<file path="config.mk">
export PLATFORM = sky130hd
export DESIGN_NAME = keyed_bcd_adder
export DESIGN_NICKNAME = d
export VERILOG_FILES = /design/src/rtl/kbadd_pkg.sv /design/src/rtl/kbadd_ctrl.sv /design/src/rtl/kbadd_keystage.sv /design/src/rtl/kbadd_store.sv /design/src/rtl/kbadd_bcd2bin.sv /design/src/rtl/keyed_bcd_adder.sv
export SDC_FILE = /design/constraint.sdc
export NUM_CORES = 1
export LEC_CHECK = 0
export BUFFER_PORTS_ARGS = -buffer_cell sky130_fd_sc_hd__buf_4
export CAP_MARGIN = 20
export CORE_MARGIN = 5
export CORE_UTILIZATION = 40
export DETAILED_ROUTE_END_ITERATION = 10
export RECOVER_POWER = 50
export SYNTH_ARGS = -nofsm -noshare
export SYNTH_HDL_FRONTEND = slang
export SYNTH_SLANG_ARGS = --single-unit
</file>
<file path="constraint.sdc">
create_clock -name clk -period 6.2 [get_ports clk]
set_clock_uncertainty 0.2 [all_clocks]
set_input_delay 0.62 -clock clk [delete_from_list [all_inputs] [get_ports clk]]
set_output_delay 0.62 -clock clk [all_outputs]
set_load 0.05 [all_outputs]
</file>
<file path="src/rtl/kbadd_pkg.sv">
package kbadd_pkg;

    typedef enum logic [1:0] {
        PH_WAIT   = 2'd0,
        PH_DECODE = 2'd1,
        PH_STORE  = 2'd2,
        PH_HOLD   = 2'd3
    } phase_t;

    typedef struct packed {
        logic latch_code;
        logic decode_en;
        logic store_en;
        logic hold;
    } ctl_t;

    localparam logic [7:0] KEY_ENTER = 8'h5A;

    function automatic int unsigned pow10(input int unsigned n);
        int unsigned r;
        r = 1;
        for (int unsigned i = 0; i < n; i++) r = r * 10;
        return r;
    endfunction

    // Set-2 make codes of the digit keys; anything else reads as zero.
    function automatic logic [3:0] scan_to_digit(input logic [7:0] code);
        logic [3:0] d;
        case (code)
            8'h16:   d = 4'd1;
            8'h1E:   d = 4'd2;
            8'h26:   d = 4'd3;
            8'h25:   d = 4'd4;
            8'h2E:   d = 4'd5;
            8'h36:   d = 4'd6;
            8'h3D:   d = 4'd7;
            8'h3E:   d = 4'd8;
            8'h46:   d = 4'd9;
            default: d = 4'd0;
        endcase
        return d;
    endfunction

endpackage

</file>
<file path="src/rtl/kbadd_ctrl.sv">
module kbadd_ctrl
    import kbadd_pkg::*;
(
    input  logic       clk,
    input  logic       rst,
    input  logic [7:0] scan_code,
    input  logic       scan_done,
    input  logic       enter_key,
    input  logic       last_slot,
    output phase_t     phase,
    output ctl_t       ctl
);

    phase_t phase_q, phase_d;

    always_comb begin
        ctl.latch_code = (phase_q == PH_WAIT) && scan_done && (scan_code != KEY_ENTER);
        ctl.decode_en  = (phase_q == PH_DECODE);
        ctl.store_en   = (phase_q == PH_STORE);
        ctl.hold       = (phase_q == PH_HOLD);
    end

    always_comb begin
        phase_d = phase_q;
        unique case (phase_q)
            PH_WAIT:   if (ctl.latch_code) phase_d = PH_DECODE;
            PH_DECODE: phase_d = PH_STORE;
            PH_STORE:  phase_d = last_slot ? PH_HOLD : PH_WAIT;
            PH_HOLD:   if (enter_key) phase_d = PH_WAIT;
            default:   phase_d = PH_WAIT;
        endcase
    end

    always_ff @(posedge clk) begin
        if (rst) phase_q <= PH_WAIT;
        else     phase_q <= phase_d;
    end

    assign phase = phase_q;

    p_wait_advance_r1: assert property (@(posedge clk) disable iff (rst)
        (phase == PH_WAIT && scan_done && scan_code != KEY_ENTER) |=> phase == PH_DECODE);

    p_decode_one_cycle_r2: assert property (@(posedge clk) disable iff (rst)
        phase == PH_DECODE |=> phase == PH_STORE);

    p_store_exit_r3: assert property (@(posedge clk) disable iff (rst)
        phase == PH_STORE |=> (phase == PH_WAIT || phase == PH_HOLD));

    p_enter_code_ignored_r11: assert property (@(posedge clk) disable iff (rst)
        (phase == PH_WAIT && scan_done && scan_code == KEY_ENTER) |=> phase == PH_WAIT);

    p_hold_release_r10: assert property (@(posedge clk) disable iff (rst)
        (phase == PH_HOLD && enter_key) |=> phase == PH_WAIT);

endmodule

</file>
<file path="src/rtl/kbadd_keystage.sv">
module kbadd_keystage
    import kbadd_pkg::*;
(
    input  logic       clk,
    input  logic       rst,
    input  logic       latch_code,
    input  logic       decode_en,
    input  logic [7:0] scan_code,
    output logic [3:0] digit
);

    logic [7:0] code_q;
    logic [3:0] digit_q;

    always_ff @(posedge clk) begin
        if (rst) begin
            code_q  <= '0;
            digit_q <= '0;
        end else begin
            if (latch_code) code_q  <= scan_code;
            if (decode_en)  digit_q <= scan_to_digit(code_q);
        end
    end

    assign digit = digit_q;

    p_digit_is_bcd_r6: assert property (@(posedge clk) disable iff (rst)
        digit_q <= 4'd9);

endmodule

</file>
<file path="src/rtl/kbadd_store.sv">
module kbadd_store #(
    parameter int SLOTS = 6
) (
    input  logic               clk,
    input  logic               rst,
    input  logic               we,
    input  logic [3:0]         din,
    output logic [SLOTS*4-1:0] slots,
    output logic               last_slot
);

    localparam int ADDR_W = $clog2(SLOTS);
    localparam logic [ADDR_W-1:0] LAST = ADDR_W'(SLOTS - 1);

    logic [ADDR_W-1:0] addr_q;
    logic [SLOTS-1:0]  wr_sel;
    logic [SLOTS*4-1:0] slots_q;

    assign last_slot = (addr_q == LAST);

    always_ff @(posedge clk) begin
        if (rst)     addr_q <= '0;
        else if (we) addr_q <= last_slot ? '0 : addr_q + 1'b1;
    end

    for (genvar k = 0; k < SLOTS; k++) begin : g_slot
        assign wr_sel[k] = we && (addr_q == ADDR_W'(k));
        always_ff @(posedge clk) begin
            if (rst)            slots_q[k*4 +: 4] <= '0;
            else if (wr_sel[k]) slots_q[k*4 +: 4] <= din;
        end
    end

    assign slots = slots_q;

    p_addr_range_r4: assert property (@(posedge clk) disable iff (rst)
        addr_q <= LAST);

    p_addr_wrap_r4: assert property (@(posedge clk) disable iff (rst)
        (we && addr_q == LAST) |=> addr_q == '0);

    p_store_frozen_r5: assert property (@(posedge clk) disable iff (rst)
        !we |=> $stable(slots_q));

    p_single_slot_r5: assert property (@(posedge clk) disable iff (rst)
        $onehot0(wr_sel));

endmodule

</file>
<file path="src/rtl/kbadd_bcd2bin.sv">
module kbadd_bcd2bin
    import kbadd_pkg::*;
#(
    parameter int DIGITS = 3,
    parameter int BIN_W  = 10
) (
    input  logic [DIGITS*4-1:0] bcd,
    output logic [BIN_W-1:0]    bin
);

    // Weighted multiply-add; the top nibble carries the highest power of ten.
    always_comb begin
        bin = '0;
        for (int j = 0; j < DIGITS; j++) begin
            bin = bin + BIN_W'(bcd[j*4 +: 4]) * BIN_W'(pow10(j));
        end
    end

endmodule

</file>
<file path="src/rtl/keyed_bcd_adder.sv">
module keyed_bcd_adder
    import kbadd_pkg::*;
#(
    parameter int DIGITS = 3
) (
    input  logic        clk,
    input  logic        rst,
    input  logic [7:0]  scan_code,
    input  logic        scan_done,
    input  logic        enter_key,
    output logic [10:0] sum,
    output logic [11:0] sum_hex,
    output logic [1:0]  phase,
    output logic        result_valid
);

    localparam int OPERANDS = 2;
    localparam int SLOTS    = OPERANDS * DIGITS;
    localparam int BIN_W    = $clog2(pow10(DIGITS));
    localparam int SUM_W    = BIN_W + 1;
    localparam int HEX_W    = ((SUM_W + 3) / 4) * 4;

    phase_t             phase_w;
    ctl_t               ctl;
    logic               last_slot;
    logic [3:0]         digit;
    logic [SLOTS*4-1:0] slots;
    logic [DIGITS*4-1:0] opnd_bcd [OPERANDS];
    logic [BIN_W-1:0]   opnd_bin [OPERANDS];
    logic [SUM_W-1:0]   sum_raw, sum_q;
    logic               valid_q;

    kbadd_ctrl u_ctrl (
        .clk       (clk),
        .rst       (rst),
        .scan_code (scan_code),
        .scan_done (scan_done),
        .enter_key (enter_key),
        .last_slot (last_slot),
        .phase     (phase_w),
        .ctl       (ctl)
    );

    kbadd_keystage u_keystage (
        .clk        (clk),
        .rst        (rst),
        .latch_code (ctl.latch_code),
        .decode_en  (ctl.decode_en),
        .scan_code  (scan_code),
        .digit      (digit)
    );

    kbadd_store #(.SLOTS(SLOTS)) u_store (
        .clk       (clk),
        .rst       (rst),
        .we        (ctl.store_en),
        .din       (digit),
        .slots     (slots),
        .last_slot (last_slot)
    );

    // Slot order is entry order; first digit of each operand is its top nibble.
    for (genvar g = 0; g < OPERANDS; g++) begin : g_opnd
        for (genvar j = 0; j < DIGITS; j++) begin : g_dig
            assign opnd_bcd[g][(DIGITS-1-j)*4 +: 4] = slots[(g*DIGITS + j)*4 +: 4];
        end
        kbadd_bcd2bin #(.DIGITS(DIGITS), .BIN_W(BIN_W)) u_conv (
            .bcd (opnd_bcd[g]),
            .bin (opnd_bin[g])
        );
    end

    assign sum_raw = SUM_W'(opnd_bin[0]) + SUM_W'(opnd_bin[1]);

    always_ff @(posedge clk) begin
        if (rst) begin
            sum_q   <= '0;
            valid_q <= 1'b0;
        end else begin
            if (ctl.hold) sum_q <= sum_raw;
            valid_q <= ctl.hold && !enter_key;
        end
    end

    assign sum          = sum_q;
    assign sum_hex      = {{(HEX_W-SUM_W){1'b0}}, sum_q};
    assign phase        = phase_w;
    assign result_valid = valid_q;

    p_operand_max_r8: assert property (@(posedge clk) disable iff (rst)
        (opnd_bin[0] <= BIN_W'(pow10(DIGITS) - 1)) && (opnd_bin[1] <= BIN_W'(pow10(DIGITS) - 1)));

    p_valid_in_hold_r10: assert property (@(posedge clk) disable iff (rst)
        result_valid |-> phase_w == PH_HOLD);

    p_sum_held_r10: assert property (@(posedge clk) disable iff (rst)
        (result_valid && $past(result_valid)) |-> $stable(sum));

    p_valid_follows_hold_r10: assert property (@(posedge clk) disable iff (rst)
        $rose(result_valid) |-> $past(phase_w == PH_HOLD));

    p_reset_clear_r12: assert property (@(posedge clk) disable iff (rst)
        $past(rst) |-> (phase_w == PH_WAIT && !result_valid && sum == '0));

endmodule

</file>
* Word level (Yosys, flattened, before mapping)
Cells that the tools add are included.
Cells by class: multiply operators 4, reductions and logical operators 13, eq/ne operators 20, multiplexer cells 6, add/subtract/negate cells 6
Operator list (count):
- equality test 8 x 6 -> 1 bit, second input constant | 6
- one-hot mux 4 bit (9 select lines) | 1
- adder 10 bit | 2
- adder 4 x 8 -> 9 bit | 2
- equality test 8 x 5 -> 1 bit, second input constant | 2
- multiplier 4 x 5 -> 8 bit, second input constant | 2
- multiplier 4 x 3 -> 7 bit, second input constant | 2
- adder 10 x 10 -> 11 bit | 1
- logical AND 1 bit | 9
- equality test 8 x 7 -> 1 bit, second input constant | 1
- inequality test 8 x 7 -> 1 bit, second input constant | 1
- one-hot mux 2 bit (4 select lines) | 1
- equality test 3 x 2 -> 1 bit, second input constant | 2
- equality test 3 bit, second input constant | 2
- 2-to-1 mux 2 bit | 3
- equality test 2 bit, second input constant | 2
- adder 3 x 1 -> 3 bit, second input constant | 1
- equality test 3 x 1 -> 1 bit, second input constant | 1
- zero test 3 bit | 1
- 2-to-1 mux 3 bit | 1
- equality test 2 x 1 -> 1 bit, second input constant | 1
- zero test 2 bit | 1
- inequality test 2 x 1 -> 1 bit, second input constant | 1
- inequality test 2 bit, second input constant | 1
- other kinds (2) | 2
Word-level totals: bits of input ports 12, register bits after elaboration 53, output and inout bits 26, logic and storage cells 61

* Logic depth before layout (Yosys ltp)
Gate-level depths: netlist of run 1.
depth in word-level cells 5, gate-level depth with buffers 18, mapped depth without buffers 18

* Modules after synthesis
A second synthesis of run 1 with hierarchy kept.
Second synthesis, totals: cells, all modules 420, area, all modules 4117.7 um^2
By module, submodules not included:
- kbadd_store | seq. area each 540.5 um^2, cells an instance 108, times used 1, area each 1164.9 um^2
- keyed_bcd_adder | seq. area each 240.2 um^2, cells an instance 104, times used 1, area each 939.7 um^2
- kbadd_bcd2bin at g_opnd[1].u_conv | seq. area each 0.0 um^2, cells an instance 66, times used 1, area each 640.6 um^2
- kbadd_bcd2bin at g_opnd[0].u_conv | seq. area each 0.0 um^2, cells an instance 66, times used 1, area each 625.6 um^2
- kbadd_keystage | seq. area each 240.2 um^2, cells an instance 60, times used 1, area each 601.8 um^2
- kbadd_ctrl | seq. area each 40.0 um^2, cells an instance 16, times used 1, area each 145.1 um^2

* Worst setup path before layout of run 1
Ideal clock, no wire load.
kind flip-flop to flip-flop, from register u_store.slots_q[7], in the netlist u_store.slots[7], to register sum_q[8], in the netlist sum[8], data arrival time 4.042 ns, path slack 1.901 ns, period minus slack after synthesis 4.299 ns, required time 5.942 ns, path buffers 0, stages on the path, launching flop included 18, setup time 0.058 ns, cells stage by stage dfxtp_1 -> ha_1 -> ha_1 -> fa_1 -> nand2_1 -> nor2_1 -> xnor2_1 -> ha_1 -> and3_1 -> a221o_1 -> nor2_1 -> xnor2_1 -> ha_1 -> and2_1 -> a221o_1 -> a41o_1 -> nor4b_2 -> a211o_1
On the way: longest elaborated chain between the ends 4
Ends and longest elaborated chain:
- from (decl) | line kbadd_store.sv:17 | logic [SLOTS*4-1:0] slots_q;
- from (signal, indexed assignment) | line kbadd_store.sv:30 | else if (wr_sel[k]) slots_q[k*4 +: 4] <= din;
- multiplier 4 x 3 -> 7 bit | line kbadd_bcd2bin.sv:15 | bin = bin + BIN_W'(bcd[j*4 +: 4]) * BIN_W'(pow10(j));
- adder 4 x 8 -> 9 bit | line kbadd_bcd2bin.sv:15
- adder 10 bit | line kbadd_bcd2bin.sv:15
- adder 10 x 10 -> 11 bit | line keyed_bcd_adder.sv:73 | assign sum_raw = SUM_W'(opnd_bin[0]) + SUM_W'(opnd_bin[1]);
- to (signal assigned) | line keyed_bcd_adder.sv:80 | if (ctl.hold) sum_q <= sum_raw;
- to (decl) | line keyed_bcd_adder.sv:30 | logic [SUM_W-1:0] sum_raw, sum_q;
No other way between the ends. A chain may end at the register's enable or synchronous reset.

* Worst setup path in the final report of run 1
Same ends and word-level chain as after synthesis.

==> impl_metrics.json, run 1 <==
{
  "status": "finished clean",
  "synthArstFlopShare_pct": 0,
  "hold_viol": 0,
  "route.detailed.drc": 0,
  "synth_cell_types": 52,
  "syn_inst": 460,
  "io_buffers": 36,
  "grt_use_met1_pct": 19.3,
  "yosysTopAreaCell": "dfxtp_1",
  "die_w_um": 110,
  "cts_tree": "yes",
  "cap_violations": 0,
  "cts_buffers": 5,
  "ys_seq_area_share_pct": 26.3,
  "synth_top_area_share_pct": 26.3,
  "synth_compound_area_share_pct": 12.6,
  "use_met2_pct": 25.0,
  "die_h_um": 110,
  "cp-end-kind": "flip-flop",
  "drt_iter0_drc": 77,
  "grt-ovfl-total": 0,
  "globalplace.congestion": 0.744,
  "post_cts_resized": 0,
  "synth.avg_cell_area_um2": 8.76,
  "synth-edff-count": 0,
  "synthMuxAreaShare_pct": 6.96,
  "slew_viol_final": 0,
  "crit_type": "flip-flop to flip-flop",
  "via_count": 3158,
  "synth-seq-cells": 53,
  "first_global_vias": 3018,
  "hold_ws_ns": 0.273,
  "ys.warnings.count": 0,
  "arrival_ns": 4.69,
  "fin_ws_ns": 1.58,
  "io_pins": 38,
  "synthXorXnorAreaFrac_pct": 7.18,
  "synth_common_cells": "ha_1, dfxtp_1, nor2_1",
  "netlist_top_cells_area": "dfxtp_1, ha_1, mux2i_1",
  "crit_fanout": 6,
  "layout.nets": 550,
  "holdBufCountCts": 0,
  "yosysMostFrequentCell": "ha_1",
  "ant_nets": 0,
  "worst_setup_path_start_kind": "flip-flop",
  "cts_buffer_depth": 2,
  "rows": 36,
  "hpwl_um": 6530,
  "dieArea_mm2": 0.0122,
  "dr.pass1.iters": 5,
  "synthAdderAreaFrac_pct": 21.6,
  "htree_num_levels": 2,
  "setup_viol": 0,
  "core-area_mm2": 0.00982,
  "power.density_mw_per_mm2": 146,
  "clk_pin_slew_worst_paths_ns": 0.11,
  "fin_util_pct": 43.7,
  "post-route-min-period_ns": 4.62,
  "postCtsSetupBuffers": 0,
  "layoutNonFillerInstCount": 608,
  "synth_ff_type": "dfxtp_1",
  "ir_drop_uv": 116,
  "busiest_layer": "met2",
  "post-place-ws_ns": 1.63,
  "grt_pass1_wl_um": 14100,
  "yosys.area_share.simple_pct": 19.2,
  "hold_class": "flip-flop to flip-flop",
  "met3_usage_pct": 2.27,
  "fmax_mhz": 216,
  "synth_nets": 536,
  "wl_um": 8410,
  "rsz0062_at_grt": "no",
  "start_util_pct": 41.0,
  "via_per_inst": 5.19,
  "synth_top_family_by_area": "adder cells",
  "tns_ns": 0,
  "p_leak_nw": 2.01,
  "track_usage_pct": 14.3,
  "antenna_found_initial": 0,
  "cts-root-buf": "clkbuf_8",
  "dp.cells": 600,
  "synth_area_mm2": 0.00403,
  "antenna_cells": 0,
  "drive_gt1_share_pct": 5.05,
  "worstMarginPinSlew_ns": 1.10,
  "cts.sinks": 53,
  "grt_max_degree": 59,
  "period_share_pct": 74.6,
  "clock_latency_ns": 0.32,
  "area_delta_synth_final_pct": 6.49,
  "fillers": 995,
  "post_drt_wl_per_cell_um": 13.8,
  "relSlewSlack_pct": 25.7,
  "worstPathRequired_ns": 6.26
}
[per-layer routing]
| layer | share of wire (%) | wire [um] |
|---|---|---|
| met3 | 4.9 | 409 |
| met2 | 47 | 3930 |
| met4 | 0.34 | 29 |
| met1 | 48 | 4040 |
| met5 | 0 | 0 |
[cells in the final DEF, fill, tap and decap left out, drive strengths merged, types with 3 or more instances in the layout]
master,instances
ha,55
dfxtp,53
nor2,45
nand2,39
a21oi,38
mux2i,28
clkbuf,28
inv,24
xnor2,19
nand3,16
xor2,14
buf,13
nor2b,9
fa,9
a21o,8
nand2b,8
nor3,7
o21ai,6
nor4bb,4
and2,4
o211ai,3
a2111oi,3
nand3b,3
o31ai,3
nor3b,3
a211oi,3
[flip-flops by register name (all words and copies together), names as in the netlist]
register	count
sum	11
u_keystage.digit	4
u_ctrl.phase	2
u_keystage.code_q	8
u_store.addr_q	3
u_store.slots	24
result_valid	1
[critical path: stages, from the launching register on]
cell and delay (ns):
dfxtp_1 0.47, ha_1 0.29, ha_1 0.22, fa_1 0.53, nand2_1 0.06, nor2_1 0.15, xnor2_1 0.10, ha_1 0.35
and3_1 0.19, a221o_1 0.33, nor2_1 0.13, xnor2_1 0.08, ha_1 0.35, and2_1 0.19, a221o_1 0.29, a41o_1 0.25
nor4b_2 0.26, a211o_1 0.13
[cell families (layout without fill, tap and decap cells)]
kind of cell	count (synthesis)	after routing
mux	28	28
flops	53	53
xor+xnor	33	33
buf+inv	51	66
fa+ha+maj	64	64
simple gates	151	151
other cells	1	1
compound gates	79	79
[through the flow]
stage,power [mW],area (um^2)
final,0.625,4290
after global routing,0.651,4290
after CTS,0.634,4400
after detailed placement,0.414,4300
after global placement,0.413,4300
after floorplan,0.400,4030
[path summary, 6_finish.rpt]
| path | startpoint | endpoint | slack [ns] | depth (start not counted) |
|---|---|---|---|---|
| max | u_store.slots[7] | sum[8] | 1.58 | 17 |
| min | u_store.slots[9] | u_store.slots[9] | 0.27 | 2 |
| max reg2reg | u_store.slots[7] | sum[8] | 1.58 | 17 |
| min reg2reg | u_store.slots[9] | u_store.slots[9] | 0.27 | 2 |
[power by group]
| part | total [mW] | internal (mW) | switching [mW] |
|---|---|---|---|
| clock network | 0.220 | 0.0850 | 0.135 |
| registers | 0.357 | 0.347 | 0.0103 |
| logic | 0.0481 | 0.0196 | 0.0286 |
| total | 0.625 | 0.451 | 0.174 |
[cell type report]
cell class | count | area, um^2 | area share [%]
flip-flops and latches | 53 | 1060 | 24.7
repair buffers | 36 | 184 | 4.29
multi-input cells | 356 | 2700 | 62.9
inverters | 22 | 82.6 | 1.93
well taps | 133 | 166 | 3.88
clock inverters | 3 | 28.8 | 0.671
clock buffers | 5 | 68.8 | 1.60
Note: power is estimated with default switching activity, not from simulation.
==> run 2, diff against run 1 <==
==> constraint.sdc (replaced) <==
create_clock -name clk -period 4.5 [get_ports clk]
set_clock_uncertainty 0.2 [all_clocks]
set_input_delay 0.45 -clock clk [delete_from_list [all_inputs] [get_ports clk]]
set_output_delay 0.45 -clock clk [all_outputs]
set_load 0.05 [all_outputs]
==> run 2 against run 1 <==
Sequential share of layout area fell by 0.63 points. Non-clock buffer count rose by 11. Design area rose by 3.5%. Fmax rose by 6.9%. Register-to-register slack got worse by 1.4 ns. Worst setup slack got worse by 1.4 ns. Hold slack got worse by 0.14 ns. Total power rose by 37%. First-iteration DRC count rose by 38%. Sequential cell count did not move. Sequential power rose by 37%. Via count rose by 0.70%. Critical endpoint unchanged. Largest power group unchanged. Highest routed layer unchanged.
==> impl_metrics.json, run 2 (synthesis results as in run 1) <==
{
  "status": "finished clean",
  "htree_num_levels": 2,
  "wl_um": 8510,
  "cts_buffers": 5,
  "dr.pass1.iters": 4,
  "ir_drop_uv": 114,
  "area_delta_synth_final_pct": 10.2,
  "period_share_pct": 96.2,
  "timing.rr.end": "sum[8]",
  "cp-end-kind": "flip-flop",
  "worstMarginPinSlew_ns": 1.08,
  "via_per_inst": 5.14,
  "crit_type": "flip-flop to flip-flop",
  "hold_class": "input port to flip-flop",
  "core-area_mm2": 0.00982,
  "drt_iter0_drc": 106,
  "die_w_um": 110,
  "grt-ovfl-total": 0,
  "hold_ws_ns": 0.132,
  "placed_cell_area_mm2": 0.00433,
  "worstHoldPathCells": 2,
  "arrival_ns": 4.40,
  "dieArea_mm2": 0.0122,
  "grt_max_degree": 59,
  "cts_tree": "yes",
  "post-route-min-period_ns": 4.33,
  "slew_viol_final": 0,
  "globalplace.congestion": 0.755,
  "cts-root-buf": "clkbuf_8",
  "layout.nets": 561,
  "ant_nets": 0,
  "p_leak_nw": 2.07,
  "die_h_um": 110,
  "reg2reg_slack_ns": 0.17,
  "timing.rr.start": "u_store.slots[5]",
  "setup_viol": 0,
  "largest_reg_flops": 24,
  "grt_pass1_wl_um": 13700,
  "antenna_cells": 0,
  "first_global_vias": 2905,
  "fmax_mhz": 231,
  "worst_setup_path_start_kind": "flip-flop",
  "post_drt_wl_per_cell_um": 13.7,
  "finalPower_mw": 0.856,
  "clock_latency_ns": 0.32,
  "power.density_mw_per_mm2": 193,
  "stdcell_area_mm2": 0.00444,
  "io_pins": 38,
  "crit_fanout": 4,
  "fin_ws_ns": 0.173,
  "cap_violations": 0,
  "track_usage_pct": 14.1,
  "cts_buffer_depth": 2,
  "antenna_found_initial": 0,
  "post-place-ws_ns": -0.0119,
  "holdBufCountCts": 0,
  "worstPathRequired_ns": 4.57,
  "cts.sinks": 53,
  "final_cell_mix": "ha_1, dfxtp_1, nor2_1, nand2_1, a21oi_1",
  "hold_viol": 0,
  "drive_gt1_share_pct": 10.3,
  "rows": 36,
  "min_to": "result_valid",
  "hold_start": "enter_key",
  "hpwl_um": 6580,
  "start_util_pct": 41.0,
  "relSlewSlack_pct": 27.3,
  "clk_pin_slew_worst_paths_ns": 0.11,
  "route.detailed.drc": 0,
  "io_buffers": 36,
  "rr_worst_depth": 17,
  "mostFrequentLayoutCell": "ha_1",
  "via_count": 3180
}
[run 2: changes by cell type in the layout (fill, tap and decap cells not counted), sizes merged]
cell  before  now
buf       13   24
[run 2: critical path, stage by stage, from the launching register on]
cell     delay [ns]
dfxtp_2        0.36
ha_1           0.32
ha_1           0.22
fa_1           0.50
nand2_1        0.07
nor2_2         0.11
xnor2_1        0.09
ha_1           0.32
buf_4          0.16
a221o_1        0.37
nor2_2         0.10
xnor2_1        0.13
ha_1           0.29
and2_4         0.17
a221o_1        0.29
a41o_1         0.25
nor4b_2        0.23
a211o_1        0.13
[run 2: how the worst max path moves through the flow]
stage	start	endpoint	slack [ns]	cells past startpoint
floorplan	u_store.slots[7]	sum[8]	0.20	17
global placement	u_store.slots[5]	sum[8]	0.11	17
detailed placement	u_store.slots[5]	sum[8]	-0.01	17
CTS	u_store.slots[19]	sum[8]	0.02	17
global route	u_store.slots[18]	sum[9]	-0.02	16
finish	u_store.slots[5]	sum[8]	0.17	17
[run 2: stage by stage]
stage	util, %	cells	setup TNS (ns)
floorplan	-	460	0
global route	45.2	619	-0.0210
CTS	45.1	612	0
global placement	44.1	603	0
detailed placement	44.1	603	-0.0119
finish	45.2	619	0
[run 2: metal layers]
metal  global-route usage, %  up-vias  share of wire [%]
met5                       0        -                  0
met1                    18.1     1476                 48
met2                    24.8       50                 47
met3                    2.27        7                4.6
met4                    2.90        0               0.69
li1                        -     1647                  -
[run 2: area by class of cell]
| type | count | area, um^2 |
|---|---|---|
| fill | 1012 | 5380 |
| multi-input combinational | 356 | 2760 |
| sequential | 53 | 1070 |
| timing repair buffer | 47 | 267 |
| tap | 133 | 166 |
| inverter | 22 | 82.6 |
| clock buffer | 5 | 68.8 |
| clock inverter | 3 | 28.8 |
[run 2: repair_timing]
action / CTS / global route
pin swaps: 1 / 14
setup endpoints to repair: 1 / 3
cloned: 0 / 0
buffers inserted: 1 / 7
resized for setup: 1 / 17
[run 2: power by group]
| group | switching (mW) | total (mW) | internal (mW) |
|---|---|---|---|
| clock | 0.182 | 0.299 | 0.117 |
| sequential | 0.0141 | 0.490 | 0.476 |
| combinational | 0.0392 | 0.0667 | 0.0275 |
| total | 0.235 | 0.856 | 0.621 |
